$ cat config.mk
export PLATFORM = sky130hd
export DESIGN_NAME = sdram_pwrup_seq
export DESIGN_NICKNAME = d
export VERILOG_FILES = /design/src/rtl/sdram_pwrup_pkg.sv /design/src/rtl/sdram_pwrup_wait.sv /design/src/rtl/sdram_pwrup_mode.sv /design/src/rtl/sdram_pwrup_seq.sv
export SDC_FILE = /design/constraint.sdc
export NUM_CORES = 1
export LEC_CHECK = 0
export BUFFER_PORTS_ARGS = -buffer_cell sky130_fd_sc_hd__buf_2
export CAP_MARGIN = 20
export CORE_MARGIN = 4
export CORE_UTILIZATION = 50
export DETAILED_ROUTE_END_ITERATION = 8
export GPL_TIMING_DRIVEN = 1
export PLACE_DENSITY_LB_ADDON = 0.1
export SYNTH_ARGS = -nofsm -noshare
export SYNTH_HDL_FRONTEND = slang
export SYNTH_SLANG_ARGS = --single-unit
export TNS_END_PERCENT = 1
$ cat constraint.sdc
create_clock -name clk -period 3.83 [get_ports clk]
set_clock_uncertainty 0.1 [all_clocks]
set_input_delay 0.766 -clock clk [delete_from_list [all_inputs] [get_ports clk]]
set_output_delay 0.766 -clock clk [all_outputs]
set_load 0.01 [all_outputs]
$ cat src/rtl/sdram_pwrup_pkg.sv
package sdram_pwrup_pkg;

    localparam int WORD_W   = 32;
    localparam int MODE_LSB = 2;

    typedef enum logic [1:0] {
        CMD_NOP  = 2'd0,
        CMD_PRE  = 2'd1,
        CMD_AREF = 2'd2,
        CMD_MRS  = 2'd3
    } sd_cmd_e;

    typedef enum logic [2:0] {
        ST_LATCH,
        ST_NOP,
        ST_WAIT,
        ST_ISSUE,
        ST_FINISH,
        ST_DONE
    } seq_state_e;

    typedef struct packed {
        logic              valid;
        logic [WORD_W-1:0] word;
    } cmd_out_t;

    function automatic longint ceil_div(input longint num, input longint den);
        return (num + den - 1) / den;
    endfunction

    // Base mode value from CAS latency, placed at MODE_LSB, halved for a 16-bit bus.
    function automatic logic [WORD_W-1:0] mode_payload(input logic [2:0] cas, input logic bus16);
        logic [WORD_W-1:0] v;
        v = (cas == 3'd2) ? 32'h40 : 32'h60;
        v = v << MODE_LSB;
        if (bus16) v = v >> 1;
        return v;
    endfunction

    // Position in the post-wait sequence selects the command.
    function automatic sd_cmd_e seq_code(input int idx, input int last);
        if (idx == 0)    return CMD_PRE;
        if (idx == last) return CMD_MRS;
        return CMD_AREF;
    endfunction

endpackage

$ cat src/rtl/sdram_pwrup_wait.sv
module sdram_pwrup_wait #(
    parameter int CNT_W = 16
) (
    input  logic             clk,
    input  logic             rst,
    input  logic             load,
    input  logic [CNT_W-1:0] load_val,
    output logic             zero
);
    logic [CNT_W-1:0] cnt;

    always_ff @(posedge clk) begin
        if (rst)           cnt <= '0;
        else if (load)     cnt <= load_val;
        else if (cnt != 0) cnt <= cnt - 1'b1;
    end

    assign zero = (cnt == '0);

    AST_CNT_DEC: assert property (@(posedge clk) disable iff (rst)
        (!load && !zero) |=> (cnt == $past(cnt) - 1'b1));
    AST_CNT_LOAD: assert property (@(posedge clk) disable iff (rst)
        load |=> (cnt == $past(load_val)));

endmodule

$ cat src/rtl/sdram_pwrup_mode.sv
module sdram_pwrup_mode
    import sdram_pwrup_pkg::*;
#(
    parameter int BUS16_BIT = 9
) (
    input  logic [WORD_W-1:0] cfg_timing,
    input  logic [WORD_W-1:0] cfg_grp0,
    input  logic [WORD_W-1:0] cfg_mode_ovr,
    output logic [WORD_W-1:0] payload
);
    logic [WORD_W-1:0] derived;

    always_comb begin
        derived = mode_payload(cfg_timing[2:0], cfg_grp0[BUS16_BIT]);
        payload = (cfg_mode_ovr != '0) ? cfg_mode_ovr : derived;
    end

    AST_PAY_ALIGNED: assert final ((cfg_mode_ovr != '0) || (derived[1:0] == 2'b00));

endmodule

$ cat src/rtl/sdram_pwrup_seq.sv
module sdram_pwrup_seq
    import sdram_pwrup_pkg::*;
#(
    parameter int CLK_HZ    = 100_000_000,
    parameter int NUM_AREF  = 8,
    parameter int REF_LSB   = 12,
    parameter int BUS16_BIT = 9
) (
    input  logic        clk,
    input  logic        rst,
    input  logic [31:0] cfg_timing,
    input  logic [31:0] cfg_grp0,
    input  logic [31:0] cfg_grp1,
    input  logic [31:0] cfg_mode_ovr,
    output logic [31:0] grp0_out,
    output logic [31:0] grp1_out,
    output logic [31:0] timing_out,
    output logic        cmd_valid,
    output logic [31:0] cmd_word,
    output logic        refresh_en,
    output logic        init_done
);
    localparam longint W200_L   = ceil_div(longint'(CLK_HZ) * 200, 1_000_000);
    localparam longint WCMD_L   = ceil_div(longint'(CLK_HZ) * 80, 1_000_000_000);
    localparam int     WAIT_200US = (W200_L < 1) ? 1 : int'(W200_L);
    localparam int     WAIT_CMD   = (WCMD_L < 1) ? 1 : int'(WCMD_L);
    localparam int     CNT_W    = $clog2(WAIT_200US + 1);
    localparam int     SEQ_LEN  = NUM_AREF + 2;
    localparam int     IDX_W    = $clog2(SEQ_LEN + 1);
    localparam logic [WORD_W-1:0] REF_MASK = 32'h3 << REF_LSB;
    localparam logic [CNT_W-1:0]  LD_LONG  = CNT_W'(WAIT_200US - 1);
    localparam logic [CNT_W-1:0]  LD_SHORT = CNT_W'(WAIT_CMD - 1);

    seq_state_e        state;
    logic [IDX_W-1:0]  idx;
    logic [WORD_W-1:0] payload, payload_q, timing_full_q;
    cmd_out_t          cmd_q;
    logic              wait_load, wait_zero;
    logic [CNT_W-1:0]  wait_val;

    sdram_pwrup_mode #(.BUS16_BIT(BUS16_BIT)) mode_i (
        .cfg_timing  (cfg_timing),
        .cfg_grp0    (cfg_grp0),
        .cfg_mode_ovr(cfg_mode_ovr),
        .payload     (payload)
    );

    always_comb begin
        wait_load = (state == ST_NOP) || (state == ST_ISSUE);
        wait_val  = (state == ST_NOP) ? LD_LONG : LD_SHORT;
    end

    sdram_pwrup_wait #(.CNT_W(CNT_W)) wait_i (
        .clk     (clk),
        .rst     (rst),
        .load    (wait_load),
        .load_val(wait_val),
        .zero    (wait_zero)
    );

    always_ff @(posedge clk) begin
        if (rst) begin
            state         <= ST_LATCH;
            idx           <= '0;
            payload_q     <= '0;
            timing_full_q <= '0;
            grp0_out      <= '0;
            grp1_out      <= '0;
            timing_out    <= '0;
            cmd_q         <= '0;
            refresh_en    <= 1'b0;
            init_done     <= 1'b0;
        end else begin
            case (state)
                ST_LATCH: begin
                    grp0_out      <= cfg_grp0;
                    grp1_out      <= cfg_grp1;
                    timing_full_q <= cfg_timing;
                    timing_out    <= cfg_timing & ~REF_MASK;
                    payload_q     <= payload;
                    state         <= ST_NOP;
                end
                ST_NOP: begin
                    cmd_q.valid <= 1'b1;
                    cmd_q.word  <= WORD_W'(CMD_NOP);
                    state       <= ST_WAIT;
                end
                ST_WAIT: begin
                    cmd_q.valid <= 1'b0;
                    if (wait_zero)
                        state <= (idx == IDX_W'(SEQ_LEN)) ? ST_FINISH : ST_ISSUE;
                end
                ST_ISSUE: begin
                    cmd_q.valid <= 1'b1;
                    cmd_q.word  <= payload_q | WORD_W'(seq_code(int'(idx), SEQ_LEN - 1));
                    idx         <= idx + 1'b1;
                    state       <= ST_WAIT;
                end
                ST_FINISH: begin
                    timing_out <= timing_full_q;
                    refresh_en <= |(timing_full_q & REF_MASK);
                    init_done  <= 1'b1;
                    state      <= ST_DONE;
                end
                default: ;
            endcase
        end
    end

    assign cmd_valid = cmd_q.valid;
    assign cmd_word  = cmd_q.word;

    AST_REF_OFF_EARLY: assert property (@(posedge clk) disable iff (rst)
        !init_done |-> !refresh_en);
    AST_TIMING_MASKED: assert property (@(posedge clk) disable iff (rst)
        !init_done |-> ((timing_out & REF_MASK) == '0));
    AST_PULSE_SINGLE: assert property (@(posedge clk) disable iff (rst)
        cmd_valid |=> !cmd_valid);
    AST_DONE_STICKY: assert property (@(posedge clk) disable iff (rst)
        init_done |=> init_done);
    AST_QUIET_AFTER_DONE: assert property (@(posedge clk) disable iff (rst)
        init_done |-> !cmd_valid);
    AST_FULL_TIMING: assert property (@(posedge clk) disable iff (rst)
        $rose(init_done) |-> (timing_out == timing_full_q));

endmodule

==> reports/qor.csv <==
metric,value,unit
ys_ff_latch,217,
hp-class,flop to flop,
end_kind,flop,
wl,21.95,mm
setup_violations,0,
gp_congestion,0.8529,
maxSlewHeadroom,44.72,%
arrival,2.80,ns
drc,0,
cts_setup_buffers,0,
fillers,1472,
ys_async_sr_fraction,0,%
syn_nets,1146,
post-route-period-util,64.64,%
period_needed,2.476,ns
hold_viol_final,0,
outcome,"finished, final reports clean",
grtUsageTotal,22.90,%
ir_worst_vdd,314.0,uV
clk_latency,0.50,ns
power.density,566.9,nW/um^2
row_count,46,
synth_area,8240,um^2
synth_edf_count,0,
final_util,64.92,%
ant_nets,0,
critPathKind,flop to flop,
critPathMaxFanout,8,
die_area,18600,um^2
synth.avg_cell_area,8.151,um^2
drive_gt1_share,26.13,%
num_vias,7609,
cts_buffer_depth,3,
synthFlopType,dfxtp_1,
root_buffer,clkbuf_16,
drt_iter0_markers,414,
cts_resized,0,
holdWs,0.3463,ns
maxCapViolCount,0,
synthCells,1011,
cp_num_buf_inv,1,
rsz0062_at_grt,false,
ys_seq_area_share,52.72,%
vias_per_cell,5.212,
cts_tree,yes,
finalPower,5.889,mW
crit_required,4.16,ns
htreeDepth,1,
num_antenna_cells,0,
synthDistinctLibCells,45,
dp_hpwl,14.81,mm
grt_max_degree,96,
initial_core_util,51.50,%
nNetsFinal,1362,
path_cells,inv_1 > ha_1 > or3b_2 > or4_4 > or3_1 > a21oi_2,
gr-total-overflow,0,
stdcell_count,1460,
dieHeight,136.4,um
p_leak,4.486,nW
crit_slowest_cell,or4_4,
io_pins,261,
startpoint_type,flop,
die_x,136.4,um
cts.clk_slew.worst_paths,0.06,ns
cts-hold-fix-buffers,0,
tightest_slew,0.8272,ns
grt_pass1_vias,7128,
areaGrowthSynthToFinish,26.06,%
tns,0,ns
slew_viol_final,0,
numCtsBuffers,23,
yosysWarnings,0,
grt_pass1_wl,35.16,mm
wl_per_cell,15.03,um
fmax,403.9,MHz
io_buffers,260,
critPathMaxStageDelay,0.62,ns
core_area,16000,um^2
cp_top_family,simple AND/OR/NAND/NOR gates,
cts_sinks,217,
grt_antenna_before_repair,3,
drtPass1Iterations,4,
dp_cells,1418,
==> worst paths after layout <==
| kind | from | to | slack, ns | cells after the start |
|---|---|---|---|---|
| worst max-delay path | wait_i.cnt[0] | state[0] | 1.35 | 6 |
| worst min-delay path | cmd_word[7] | cmd_word[7] | 0.35 | 2 |
| worst max register to register | wait_i.cnt[0] | state[0] | 1.35 | 6 |
| worst min register to register | cmd_word[7] | cmd_word[7] | 0.35 | 2 |
==> per-stage QoR <==
| stage | instance area [um^2] | worst slack (ns) |
|---|---|---|
| after floorplan | 8240 | 1.374 |
| after global placement | 9628 | 1.351 |
| after detailed placement | 9628 | 1.355 |
| after CTS | 10390 | 1.329 |
| after global routing | 10390 | 1.174 |
| final | 10390 | 1.354 |
==> cells in the final DEF (no fill, tap or decap), drive strengths merged, types with 2 or more instances in the layout <==
master  Yosys  layout
a21oi     172     172
nand2     290     290
or3b        2       2
nand3      38      38
or2         2       2
nor4       12      12
ha          5       5
xnor2       4       4
bufinv      0       3
xor2        2       2
o31a        2       2
nand4       2       2
inv         7       8
clkinv      0       7
a31oi       5       5
nand2b      5       5
a311oi      3       3
a211oi     31      31
or4         7       7
buf        22     274
mux2i      31      31
clkbuf     61      31
nor2       52      52
o31ai       2       2
nor3        8       8
dfxtp     217     217
or3         7       7
o21ai       8       8
==> routing by layer <==
metal  vias up  share of wire, %  track usage, %
met2       240                47           37.67
met1      3487                42           29.60
met4         6               1.7           5.319
met5         -              0.15               0
li1       3846                 -               -
met3        30               8.8           7.106
==> tightest hold or removal path: stages, from the launching register on <==
cell	delay, ns
dfxtp_1	0.30
nand2_1	0.05
a21oi_1	0.05
==> flip-flops by register name (all words and copies together), names as in the netlist <==
register       flops
timing_out        32
cmd_valid          1
state              3
wait_i.cnt        15
idx                4
grp1_out          32
refresh_en         1
init_done          1
cmd_word          32
payload_q         32
grp0_out          32
timing_full_q     32
==> logic make-up after synthesis <==
group                      synth area share (%)
muxes                                     3.766
buffers and inverters                     4.312
AOI/OAI and AO/OA                         15.59
and+or+nand+nor                           22.21
xor gates and xnor gates                 0.6377
adders and majority gates                0.7592
DFF                                       52.72
==> cells in the mapped netlist (all sizes together) (3+ instances only) <==
| master | instances | area share [%] |
|---|---|---|
| nand2b | 5 | 0.38 |
| buf | 22 | 1.2 |
| xnor2 | 4 | 0.43 |
| or3 | 7 | 0.53 |
| ha | 5 | 0.76 |
| clkbuf | 61 | 2.8 |
| nor4 | 12 | 0.99 |
| nor3 | 8 | 0.49 |
| or4 | 7 | 0.73 |
| a211oi | 31 | 2.8 |
| mux2i | 31 | 3.8 |
| dfxtp | 217 | 53 |
| a21oi | 172 | 10 |
| nand3 | 38 | 2.3 |
| inv | 7 | 0.32 |
| nand2 | 290 | 13 |
| o21ai | 8 | 0.49 |
| a311oi | 3 | 0.32 |
| nor2 | 52 | 2.4 |
| a31oi | 5 | 0.38 |
==> report_power, final <==
| group | leakage [nW] | internal (mW) | switching [mW] |
|---|---|---|---|
| clock | 0.379 | 1.35 | 0.879 |
| combinational | 2.32 | 0.389 | 0.655 |
| sequential | 1.79 | 2.48 | 0.133 |
| total | 4.49 | 4.22 | 1.67 |
==> layout make-up <==
cell class,count,area [um^2],area share (%)
Tap cell,216,270.3,2.602
Inverter,7,26.28,0.2530
Clock buffer,31,625.6,6.023
Clock inverter,11,133.9,1.289
Sequential cell,217,4345,41.83
Timing Repair Buffer,274,1425,13.72
Multi-Input combinational cell,704,3561,34.28
Power figures use the tool's default switching activity.
